--- config.mk ---
export PLATFORM = sky130hd
export DESIGN_NAME = tick_watchdog
export DESIGN_NICKNAME = d
export VERILOG_FILES = /design/src/rtl/wdt_pkg.sv /design/src/rtl/wdt_regif.sv /design/src/rtl/wdt_counter.sv /design/src/rtl/tick_watchdog.sv
export SDC_FILE = /design/constraint.sdc
export NUM_CORES = 1
export LEC_CHECK = 0
export BUFFER_PORTS_ARGS = -buffer_cell sky130_fd_sc_hd__buf_2
export CORE_AREA = 2 2 39 41
export CTS_CLUSTER_SIZE = 16
export DETAILED_ROUTE_END_ITERATION = 16
export DIE_AREA = 0 0 41 43
export GPL_TIMING_DRIVEN = 0
export SYNTH_ARGS = -nofsm -noshare
export SYNTH_HDL_FRONTEND = slang
export SYNTH_HIERARCHICAL = 1
export SYNTH_SLANG_ARGS = --single-unit
--- constraint.sdc ---
create_clock -name clk -period 1.7 [get_ports clk]
set_input_delay 0.17 -clock clk [delete_from_list [all_inputs] [get_ports clk]]
set_output_delay 0.17 -clock clk [all_outputs]
set_load 0.05 [all_outputs]
--- src/rtl/wdt_pkg.sv ---
`timescale 1ns/1ps
package wdt_pkg;
    typedef enum logic {
        ST_CLEAR = 1'b0,
        ST_COUNT = 1'b1
    } wdt_state_e;
endpackage

--- src/rtl/wdt_regif.sv ---
`timescale 1ns/1ps
module wdt_regif #(
    parameter int ADDR_W   = 4,
    parameter int CNT_W    = 3,
    parameter logic [ADDR_W-1:0] REG_ADDR = '1
) (
    input  logic [ADDR_W-1:0] addr,
    input  logic              we,
    input  logic [CNT_W:0]    wdata,
    input  logic [CNT_W-1:0]  count,
    output logic              refresh,
    output logic [CNT_W:0]    rdata
);
    localparam int KICK_BIT = CNT_W;

    logic hit;
    logic unused_wbits;

    assign hit          = (addr == REG_ADDR);
    assign refresh      = hit && we && wdata[KICK_BIT];
    assign unused_wbits = ^wdata[CNT_W-1:0];

    always_comb begin
        rdata = '0;
        if (hit) begin
            rdata[CNT_W-1:0] = count;
        end
    end
endmodule

--- src/rtl/wdt_counter.sv ---
`timescale 1ns/1ps
module wdt_counter #(
    parameter int CNT_W  = 3,
    parameter bit ENABLE = 1'b1
) (
    input  logic             clk,
    input  logic             rst_n,
    input  logic             clr,
    input  logic             inc,
    output logic [CNT_W-1:0] count,
    output logic             carry
);
    localparam logic [CNT_W-1:0] TOP = '1;

    generate
        if (ENABLE) begin : g_live
            logic [CNT_W-1:0] cnt_q;
            always_ff @(posedge clk) begin
                if (!rst_n) begin
                    cnt_q <= '0;
                end else if (clr) begin
                    cnt_q <= '0;
                end else if (inc) begin
                    cnt_q <= cnt_q + 1'b1;
                end
            end
            assign count = cnt_q;
            assign carry = inc && (cnt_q == TOP);
        end else begin : g_off
            logic unused_in;
            assign unused_in = clk ^ rst_n ^ clr ^ inc;
            assign count     = '0;
            assign carry     = 1'b0;
        end
    endgenerate
endmodule

--- src/rtl/tick_watchdog.sv ---
`timescale 1ns/1ps
module tick_watchdog #(
    parameter int ADDR_W = 4,
    parameter int CNT_W  = 3,
    parameter logic [ADDR_W-1:0] REG_ADDR = 4'hE,
    parameter bit ENABLE = 1'b1
) (
    input  logic              clk,
    input  logic              rst_n,
    input  logic              tick_en,
    input  logic [ADDR_W-1:0] bus_addr,
    input  logic              bus_we,
    input  logic [3:0]        bus_wdata,
    output logic [3:0]        bus_rdata,
    output logic              reset_req
);
    import wdt_pkg::*;

    localparam int DATA_W = CNT_W + 1;

    wdt_state_e       state_q, state_d;
    logic             refresh;
    logic             cnt_inc;
    logic             carry;
    logic [CNT_W-1:0] count;
    logic [DATA_W-1:0] rdata_w;

    wdt_regif #(
        .ADDR_W  (ADDR_W),
        .CNT_W   (CNT_W),
        .REG_ADDR(REG_ADDR)
    ) u_regif (
        .addr   (bus_addr),
        .we     (bus_we),
        .wdata  (bus_wdata[DATA_W-1:0]),
        .count  (count),
        .refresh(refresh),
        .rdata  (rdata_w)
    );

    wdt_counter #(
        .CNT_W (CNT_W),
        .ENABLE(ENABLE)
    ) u_cnt (
        .clk  (clk),
        .rst_n(rst_n),
        .clr  (refresh),
        .inc  (cnt_inc),
        .count(count),
        .carry(carry)
    );

    assign cnt_inc   = ENABLE && tick_en && !refresh;
    assign bus_rdata = rdata_w;

    always_ff @(posedge clk) begin
        if (!rst_n) begin
            state_q <= ST_CLEAR;
        end else begin
            state_q <= state_d;
        end
    end

    always_comb begin
        state_d = state_q;
        unique case (state_q)
            ST_CLEAR: if (cnt_inc) state_d = ST_COUNT;
            ST_COUNT: if (refresh || carry) state_d = ST_CLEAR;
            default:  state_d = ST_CLEAR;
        endcase
    end

    always_comb begin
        reset_req = 1'b0;
        unique case (state_q)
            ST_CLEAR: reset_req = 1'b0;
            ST_COUNT: reset_req = carry;
            default:  reset_req = 1'b0;
        endcase
    end
endmodule

==> results.json <==
{
  "status": "complete, no violations",
  "arrival_ns": 1.41,
  "hp-class": "in -> reg",
  "cp-end-kind": "output pin",
  "critPathLaunch": "u_cnt/count[0]$_SDFFE_PP0P_",
  "drtAntennaViolNets": 0,
  "drc": 0,
  "grt-ovfl-total": 0,
  "io_pins": 17,
  "power.leakage_uw": 0.000200,
  "drv_slew": 0,
  "coreArea_sq_um": 1380,
  "synth_seq_cells": 4,
  "final_hold_viol_count": 0,
  "vias": 220,
  "synth_fp_nets": 41,
  "setup_viol": 0,
  "hold_path_end": "state_q$_SDFF_PN0_",
  "clk_pin_slew_ns": 0.04,
  "r2r_start": "u_cnt/count[0]$_SDFFE_PP0P_",
  "crit_family": "adder cells",
  "drive_gt1_share_pct": 54.8,
  "grt_pass1_vias": 220,
  "syn-instance-count": 27,
  "diodes": 0,
  "cap_viol_max_count": 0,
  "cp_max_fo": 3,
  "clk_path_buf_depth": 2,
  "rsz0062_at_grt": "no",
  "slowest_stage": "dfxtp_1",
  "crit_buf_inv": 1,
  "initial_core_util_pct": 18.5,
  "grt_util_all_layers_pct": 6.83,
  "crit_path_start_kind": "register",
  "min_from": "rst_n",
  "post_cts_buffers": 0,
  "pre_cts_ws_ns": -0.0717,
  "cpPeakStageDelay_ns": 0.32,
  "r2r_cells": 5,
  "whs_path_depth": 3,
  "clkLatencyLatePin_ns": 0.23,
  "worst-r2r-setup-slack_ns": 0.51,
  "die_h_um": 43,
  "wirelength_um": 476,
  "fmax_mhz": 633,
  "placed_area_sq_um": 337,
  "fin_nets": 58,
  "period_needed_ns": 1.58,
  "cts_max_level": 1,
  "drt-initial-drc-count": 2,
  "skew_ns": 0.00208,
  "cp_common_cell": "ha_1",
  "timing.final.crit_share_pct": 93.0,
  "cts_inserted_buffers": 3,
  "area_delta_synth_final_pct": 43.4,
  "setup_ws_ns": 0.120,
  "ys_warn_count": 6,
  "netlist_area_sq_um": 256,
  "cts_root_buf": "clkbuf_4",
  "row_count": 14,
  "yosys-top-cells-area": "dfxtp_1, and2_2, ha_1, mux2i_1, nand2b_1",
  "io_buffers": 12,
  "firstDrtPassIters": 2,
  "fp.dieW_um": 41,
  "grt_pass1_wl_um": 752,
  "r2r_end": "state_q$_SDFF_PN0_",
  "required_ns": 1.53,
  "crit_type": "reg -> out",
  "yosys.cell_types.count": 15,
  "avgRoutedWirePerCell_um": 8.21,
  "synth_area_per_cell_sq_um": 9.50,
  "crit_chain": "ha_1 > ha_1 > and2_2 > and2_1 > buf_6",
  "avgViaCountPerCell": 3.79,
  "powerDensity_nw_per_um2": 725,
  "synth_seq_area_share_pct": 31.2,
  "die_area_sq_um": 1760,
  "synth.top_cell.area_share_pct": 31.2,
  "yosys.area.top_type": "dfxtp_1",
  "place_congestion": 0.540,
  "fin_area_sq_um": 368,
  "cts_tree": "built",
  "grt_max_degree": 5,
  "clock_sinks": 4,
  "irDropWorstVdd_mv": 0.190,
  "antenna_found_initial": 0
}
what timing repair did:
item / 4_1_cts / 5_1_grt
setup endpoints to repair: 1 / 1
gates resized for setup: 1 / 3
gates cloned: 0 / 0
hold buffers: 0 / 0
stage by stage:
| step | TNS, ns | utilization [%] | hold WS [ns] | std cells | power, uW |
|---|---|---|---|---|---|
| 4_1_cts | 0 | 26.1 | 0.203 | 58 | 275 |
| 3_3_place_gp | -0.0550 | 24.3 | 0.446 | 55 | 152 |
| 2_1_floorplan | 0 | - | 0.307 | 27 | 139 |
| 3_5_place_dp | -0.0717 | 24.3 | 0.449 | 55 | 154 |
| 6_report | 0 | 26.6 | 0.207 | 58 | 267 |
| 5_1_grt | 0 | 26.6 | 0.204 | 58 | 287 |
Yosys cell counts:
cell / count
dfxtp_1: 4
nand2b_4: 1
ha_1: 2
nand2b_1: 3
buf_4: 1
nor2_1: 3
xnor2_1: 1
mux2i_1: 2
a21oi_2: 1
and3_1: 1
and2_2: 4
and4b_1: 1
and2_1: 1
nor2b_1: 1
conb_1: 1
worst max path at each step:
stage | endpoint | slack [ns] | depth (start not counted)
6_report | reset_req | 0.12 | 5
4_1_cts | reset_req | 0.04 | 7
2_1_floorplan | reset_req | 0.08 | 5
5_1_grt | reset_req | 0.02 | 5
3_5_place_dp | reset_req | -0.07 | 7
3_3_place_gp | reset_req | -0.05 | 7
placed cells by master, fill, tap and decap left out:
cell / n
buf_2: 11
nand2b_1: 3
nor2_1: 3
dfxtp_1: 4
and4b_1: 1
conb_1: 1
buf_6: 1
clkbuf_4: 3
nand2b_4: 1
ha_1: 2
a21oi_2: 1
buf_4: 1
xnor2_1: 1
and3_1: 1
and2_2: 4
mux2i_1: 2
nor2b_2: 1
and2_1: 1
per-layer routing:
layer / track usage [%] / share of wire (%) / routed length, um / up-vias
met5: 0 / 0 / 0 / -
met4: 6.00 / 0 / 0 / 0
met3: 4.71 / 11 / 54 / 0
met2: 8.75 / 49 / 233 / 9
met1: 7.07 / 39 / 188 / 93
li1: - / - / - / 118
report_power, final:
part           leakage (uW)  internal (uW)  switching (uW)
clock network     0.0000138           78.7            34.8
logic              0.000153           23.7            22.2
registers         0.0000329            102            5.21
total              0.000200            204            62.2
cell type report:
type	count	area, sq um
timing repair buffer	12	66.3
sequential	4	80.1
clock buffer	3	22.5
fill	151	1020
tap	16	20.0
buffer	1	7.51
multi-input combinational	22	171
cell families after synthesis:
group	synth area share, %
adders and majority gates	9.75
DFF	31.2
other	1.46
buffers and inverters	2.93
xor gates and xnor gates	3.42
and+or+nand+nor	40.0
muxes	7.81
AOI/OAI and AO/OA	3.42
flip-flops by register name, indices dropped and copies added, names as in the netlist:
register     count
u_cnt/count      3
state_q          1
worst min-delay path, stage by stage:
cell and delay [ns]:
buf_2 0.10, nand2b_1 0.08, a21oi_2 0.03
Note: power is estimated with default switching activity, not from simulation.
